[src/rtl/tone_pkg.sv]
package tone_pkg;

  typedef enum logic [1:0] {
    SRC_CONT = 2'd0,
    SRC_ENV  = 2'd1,
    SRC_EXT  = 2'd2
  } tone_src_e;

  // Source decode: enable wins over select.
  function automatic tone_src_e pick_src(input logic en, input logic sel);
    if (en)       return SRC_CONT;
    else if (sel) return SRC_EXT;
    else          return SRC_ENV;
  endfunction

  // High for the first half of the period.
  function automatic logic tone_level(input int unsigned ph, input int unsigned div);
    return ph < (div / 2);
  endfunction

  function automatic int unsigned next_phase(input int unsigned ph, input int unsigned div);
    return (ph == div - 1) ? 0 : ph + 1;
  endfunction

endpackage

[src/rtl/tone_div.sv]
module tone_div #(
  parameter int DIV = 20,
  parameter int CW  = $clog2(DIV)
) (
  input  logic clk,
  input  logic rst_n,
  output logic tone_sq,
  output logic wrap
);
  import tone_pkg::*;

  logic [CW-1:0] phase;

  always_ff @(posedge clk or negedge rst_n) begin
    if (!rst_n) phase <= '0;
    else        phase <= CW'(next_phase(int'(phase), DIV));
  end

  assign wrap    = (int'(phase) == DIV - 1);
  assign tone_sq = tone_level(int'(phase), DIV);

  p_wrap_zero_r1: assert property (@(posedge clk) disable iff (!rst_n)
    wrap |=> (phase == '0));
  p_rise_at_start_r1: assert property (@(posedge clk) disable iff (!rst_n)
    $rose(tone_sq) |-> (phase == '0));
endmodule

[src/rtl/tone_sync.sv]
module tone_sync #(
  parameter int STAGES = 2
) (
  input  logic clk,
  input  logic rst_n,
  input  logic d,
  output logic q
);
  logic [STAGES-1:0] chain;

  generate
    if (STAGES == 1) begin : g_one
      always_ff @(posedge clk or negedge rst_n) begin
        if (!rst_n) chain <= '0;
        else        chain <= d;
      end
    end else begin : g_many
      always_ff @(posedge clk or negedge rst_n) begin
        if (!rst_n) chain <= '0;
        else        chain <= {chain[STAGES-2:0], d};
      end
    end
  endgenerate

  assign q = chain[STAGES-1];
endmodule

[src/rtl/tone_env_gate.sv]
module tone_env_gate (
  input  logic clk,
  input  logic rst_n,
  input  logic wrap,
  input  logic env,
  output logic gate_q
);
  always_ff @(posedge clk or negedge rst_n) begin
    if (!rst_n)    gate_q <= 1'b0;
    else if (wrap) gate_q <= env;
  end

  p_gate_hold_r4: assert property (@(posedge clk) disable iff (!rst_n)
    !wrap |=> $stable(gate_q));
  p_gate_take_r4: assert property (@(posedge clk) disable iff (!rst_n)
    wrap |=> (gate_q == $past(env)));
endmodule

[src/rtl/tone_hangover.sv]
module tone_hangover #(
  parameter int HANG = 20,
  parameter int HW   = $clog2(HANG + 1)
) (
  input  logic clk,
  input  logic rst_n,
  input  logic sig,
  output logic active
);
  logic          sig_d;
  logic          rise;
  logic [HW-1:0] left;

  assign rise = sig && !sig_d;

  always_ff @(posedge clk or negedge rst_n) begin
    if (!rst_n) begin
      sig_d <= 1'b0;
      left  <= '0;
    end else begin
      sig_d <= sig;
      if (rise)             left <= HW'(HANG);
      else if (left != '0)  left <= left - 1'b1;
    end
  end

  assign active = rise || (left != '0);

  p_reload_r7: assert property (@(posedge clk) disable iff (!rst_n)
    rise |=> (left == HW'(HANG)));
  p_stay_idle_r7: assert property (@(posedge clk) disable iff (!rst_n)
    (left == '0 && !rise) |=> (left == '0));
endmodule

[src/rtl/tone_mod_sel.sv]
module tone_mod_sel #(
  parameter int DIV         = 20,
  parameter int SYNC_STAGES = 2,
  parameter int HANG        = DIV
) (
  input  logic clk,
  input  logic rst_n,
  input  logic tone_en,
  input  logic mod_sel,
  input  logic mod_pin,
  input  logic tx_pin,
  input  logic thr_bit,
  output logic tone_out,
  output logic tone_active,
  output logic thr_hi
);
  import tone_pkg::*;

  logic      tone_sq;
  logic      wrap;
  logic      mod_s;
  logic      gate_q;
  logic      hang_on;
  tone_src_e src;

  tone_div #(.DIV(DIV)) u_div (
    .clk(clk), .rst_n(rst_n), .tone_sq(tone_sq), .wrap(wrap)
  );

  tone_sync #(.STAGES(SYNC_STAGES)) u_sync (
    .clk(clk), .rst_n(rst_n), .d(mod_pin), .q(mod_s)
  );

  tone_env_gate u_gate (
    .clk(clk), .rst_n(rst_n), .wrap(wrap), .env(mod_s), .gate_q(gate_q)
  );

  tone_hangover #(.HANG(HANG)) u_hang (
    .clk(clk), .rst_n(rst_n), .sig(mod_s), .active(hang_on)
  );

  assign src = pick_src(tone_en, mod_sel);

  always_comb begin
    unique case (src)
      SRC_CONT: begin tone_out = tone_sq;            tone_active = 1'b1;    end
      SRC_EXT:  begin tone_out = mod_s && hang_on;   tone_active = hang_on; end
      default:  begin tone_out = tone_sq && gate_q;  tone_active = gate_q;  end
    endcase
  end

  assign thr_hi = tx_pin | thr_bit;

  p_ext_idle_r6: assert property (@(posedge clk) disable iff (!rst_n)
    (src == SRC_EXT && !hang_on) |-> !tone_out);
  p_cont_on_r3: assert property (@(posedge clk) disable iff (!rst_n)
    tone_en |-> tone_active);
  p_env_edge_r5: assert property (@(posedge clk) disable iff (!rst_n)
    (src == SRC_ENV && $rose(tone_out)) |-> $past(wrap));
endmodule

[config.mk]
export PLATFORM = sky130hd
export DESIGN_NAME = tone_mod_sel
export DESIGN_NICKNAME = d
export VERILOG_FILES = /design/src/rtl/tone_pkg.sv /design/src/rtl/tone_div.sv /design/src/rtl/tone_sync.sv /design/src/rtl/tone_env_gate.sv /design/src/rtl/tone_hangover.sv /design/src/rtl/tone_mod_sel.sv
export SDC_FILE = /design/constraint.sdc
export NUM_CORES = 1
export LEC_CHECK = 0
export BUFFER_PORTS_ARGS = -buffer_cell sky130_fd_sc_hd__buf_4
export CAP_MARGIN = 20
export CORE_MARGIN = 1
export CORE_UTILIZATION = 48
export CTS_CLUSTER_SIZE = 12
export DETAILED_ROUTE_END_ITERATION = 10
export MAX_ROUTING_LAYER = met4
export PLACE_DENSITY = 0.69
export SLEW_MARGIN = 20
export SYNTH_ARGS = -nofsm -noshare
export SYNTH_HDL_FRONTEND = slang
export SYNTH_HIERARCHICAL = 1
export SYNTH_SLANG_ARGS = --single-unit
[constraint.sdc]
create_clock -name clk -period 3 [get_ports clk]
set_input_delay 0 -clock clk [delete_from_list [all_inputs] [get_ports clk]]
set_output_delay 0 -clock clk [all_outputs]
set_load 0.05 [all_outputs]
==> impl_metrics.json <==
{
  "critPathKind": "reg2out",
  "synth_edf_count": 0,
  "syn_inst": 62,
  "crit_chain": "inv_1, ha_1, or4b_1, nand2b_1, nand2_1, o32ai_2, buf_4",
  "slew_headroom_pct": 74.1,
  "clockRootBuffer": "clkbuf_4",
  "row_count": 13,
  "tightest_slew_ps": 388,
  "cp.arrival_ps": 2080,
  "cts_buffers": 3,
  "fin_worst_skew_ps": 1.47,
  "h-tree-depth": 1,
  "period_minus_slack_ps": 2080,
  "synth_fp_nets": 71,
  "critPathTopFamily": "simple AND/OR/NAND/NOR gates",
  "worst_slack_ps": 918,
  "ys_types": 27,
  "worst_r2r_path_depth": 5,
  "ant_nets": 0,
  "area_growth_pct": 20.4,
  "end_kind": "output pin",
  "nets": 86,
  "viasPerCell": 5.04,
  "drive_above_1_share_pct": 26.3,
  "yosys-top-cells-area": "dfrtp_1, inv_1, ha_1",
  "synth_common_cells": "dfrtp_1, inv_1, nand2_1, nand2b_1, nor2_1",
  "syn_area_per_cell_um2": 10.9,
  "avgRoutedWirePerCell_um": 12.2,
  "status": "finished clean",
  "synthesis.area_um2": 674,
  "hold_viol_final": 0,
  "port_buffers": 9,
  "cellLeakagePower_nw": 0.360,
  "filler_cell_count": 121,
  "reg2reg_from": "u_hang/left[0]$_DFFE_PN0P_",
  "antenna_found_initial": 0,
  "coreArea_um2": 1300,
  "synth-seq-area-share_pct": 51.9,
  "cts.reportedPaths.clkPinSlew_ps": 80,
  "rsz0062_at_grt": "no",
  "track_usage_pct": 18.3,
  "grt_overflow": 0,
  "num_io_pins": 10,
  "drt_iter0_markers": 5,
  "dr.pass1.iters": 4,
  "post-synth-top-count-cell": "dfrtp_1",
  "ys_ff_latch": 14,
  "gp_congestion": 0.742,
  "hold_class": "in2async",
  "clk_path_buf_depth": 2,
  "grt_pass1_vias": 410,
  "pre_cts_ws_ps": 1220,
  "powerDensity_nw_per_um2": 643,
  "floorplan.initialDensity_pct": 51.8,
  "r2r_slack_ps": 1400,
  "max_stage_delay_ps": 570,
  "grt_max_degree": 15,
  "die_area_um2": 1560,
  "totalWireLength_um": 1110,
  "critPathLaunchType": "flip-flop",
  "synthArstFlopShare_pct": 100,
  "yosysTopAreaCell": "dfrtp_1",
  "ys.flop_type": "dfrtp_1",
  "yosys.area.top_type_share_pct": 51.9,
  "via_count": 459,
  "finalCritPeriodShare_pct": 69.4,
  "setup_tns_ps": 0,
  "cts_resized": 0,
  "drc_errors": 0,
  "critPathRequiredTime_ps": 3000,
  "n_antenna_cell": 0,
  "clk_latency_ps": 270,
  "cap_violations": 0,
  "peakVddDrop_uv": 478,
  "die_y_um": 39.5,
  "die_w_um": 39.5,
  "crit_buf_inv": 2,
  "grt_pass1_wl_um": 1720,
  "final-setup-viol-count": 0,
  "worstPathMaxFanout": 5,
  "rr_endpoint": "u_hang/left[0]$_DFFE_PN0P_",
  "cts_tree": "done",
  "cts_num_sinks": 14,
  "slowest_stage": "or4b_1",
  "max_freq_mhz": 480,
  "yosysWarnings": 6,
  "slew_violations": 0
}
[registers in the layout, summed over array words and instances (netlist names)]
register and flops:
u_hang/sig_d 1, u_gate/gate_q 1, u_sync/chain 2, u_div/phase 5
u_hang/left 5
[power by group]
group	switching [mW]	internal, mW	total [mW]
Sequential	0.0306	0.224	0.255
Clock	0.0596	0.0737	0.133
Combinational	0.0665	0.0676	0.134
[logic make-up (layout without fill, tap and decap cells)]
family	after synthesis	in the layout	share of synthesized area, %
AND/OR/NAND/NOR	21	21	19.7
flip-flops	14	14	51.9
AO/OA/AOI/OAI	13	13	14.7
buffers and inverters	9	23	5.19
adder cells (fa/ha/maj)	2	2	3.71
XOR/XNOR	2	2	2.60
multiplexers	1	1	2.23
[area by class of cell]
| class | count | area, um2 | share of cell area [%] |
|---|---|---|---|
| flip-flops and latches | 14 | 350 | 43.1 |
| inverters | 8 | 30.0 | 3.70 |
| repair buffers | 11 | 87.6 | 10.8 |
| well taps | 15 | 18.8 | 2.31 |
| multi-input cells | 39 | 289 | 35.6 |
| clock buffers | 4 | 36.3 | 4.47 |
[cell usage in the layout, fill, tap and decap left out, types with 2 or more instances in the layout]
| cell | instances |
|---|---|
| a21oi_1 | 2 |
| buf_4 | 9 |
| clkbuf_4 | 3 |
| dfrtp_1 | 14 |
| dlygate4sd3_1 | 2 |
| ha_1 | 2 |
| inv_1 | 7 |
| nand2_1 | 4 |
| nand2b_1 | 4 |
| nand3b_1 | 2 |
| nor2_1 | 4 |
| nor2b_1 | 2 |
| o21ai_0 | 3 |
| xnor2_1 | 2 |
[through the flow]
| stage | cell area [um2] | util [%] | std cells | power [mW] | hold WS [ps] |
|---|---|---|---|---|---|
| global placement | 756 | 58.1 | 85 | 0.388 | -140 |
| finish | 812 | 62.4 | 91 | 0.522 | 111 |
| global route | 812 | 62.4 | 91 | 0.565 | 111 |
| detailed placement | 756 | 58.1 | 85 | 0.392 | -140 |
| CTS | 812 | 62.4 | 91 | 0.529 | 94.2 |
| floorplan | 674 | - | 62 | 0.358 | -296 |
[what timing repair did]
action,in CTS,in global routing
hold buffers,2,0
buffers inserted,0,0
endpoints found under the hold margin,15,0
[worst register-to-register path, cell delays in order (launching register included)]
cell and delay (ps):
dfrtp_1 410, inv_1 70, ha_1 190, or4b_1 570
xnor2_1 180, nor2_1 50
[routing by layer]
layer | GRT usage [%] | vias to the layer above | routed length, um
met5 | - | - | 0
met1 | 22.7 | 210 | 560
met2 | 25.4 | 10 | 489
met3 | 6.82 | 0 | 56
li1 | - | 239 | -
met4 | 10.3 | 0 | 0
[worst max path at each step]
stage,from,end,depth (start not counted)
after floorplan,u_hang/left[0]$_DFFE_PN0P_,tone_out,7
after global placement,u_hang/left[0]$_DFFE_PN0P_,tone_out,7
after detailed placement,u_hang/left[0]$_DFFE_PN0P_,tone_out,7
after CTS,u_hang/left[0]$_DFFE_PN0P_,tone_out,7
after global routing,u_hang/left[0]$_DFFE_PN0P_,tone_out,7
final,u_hang/left[0]$_DFFE_PN0P_,tone_out,7
Note: power is estimated with default switching activity, not from simulation.
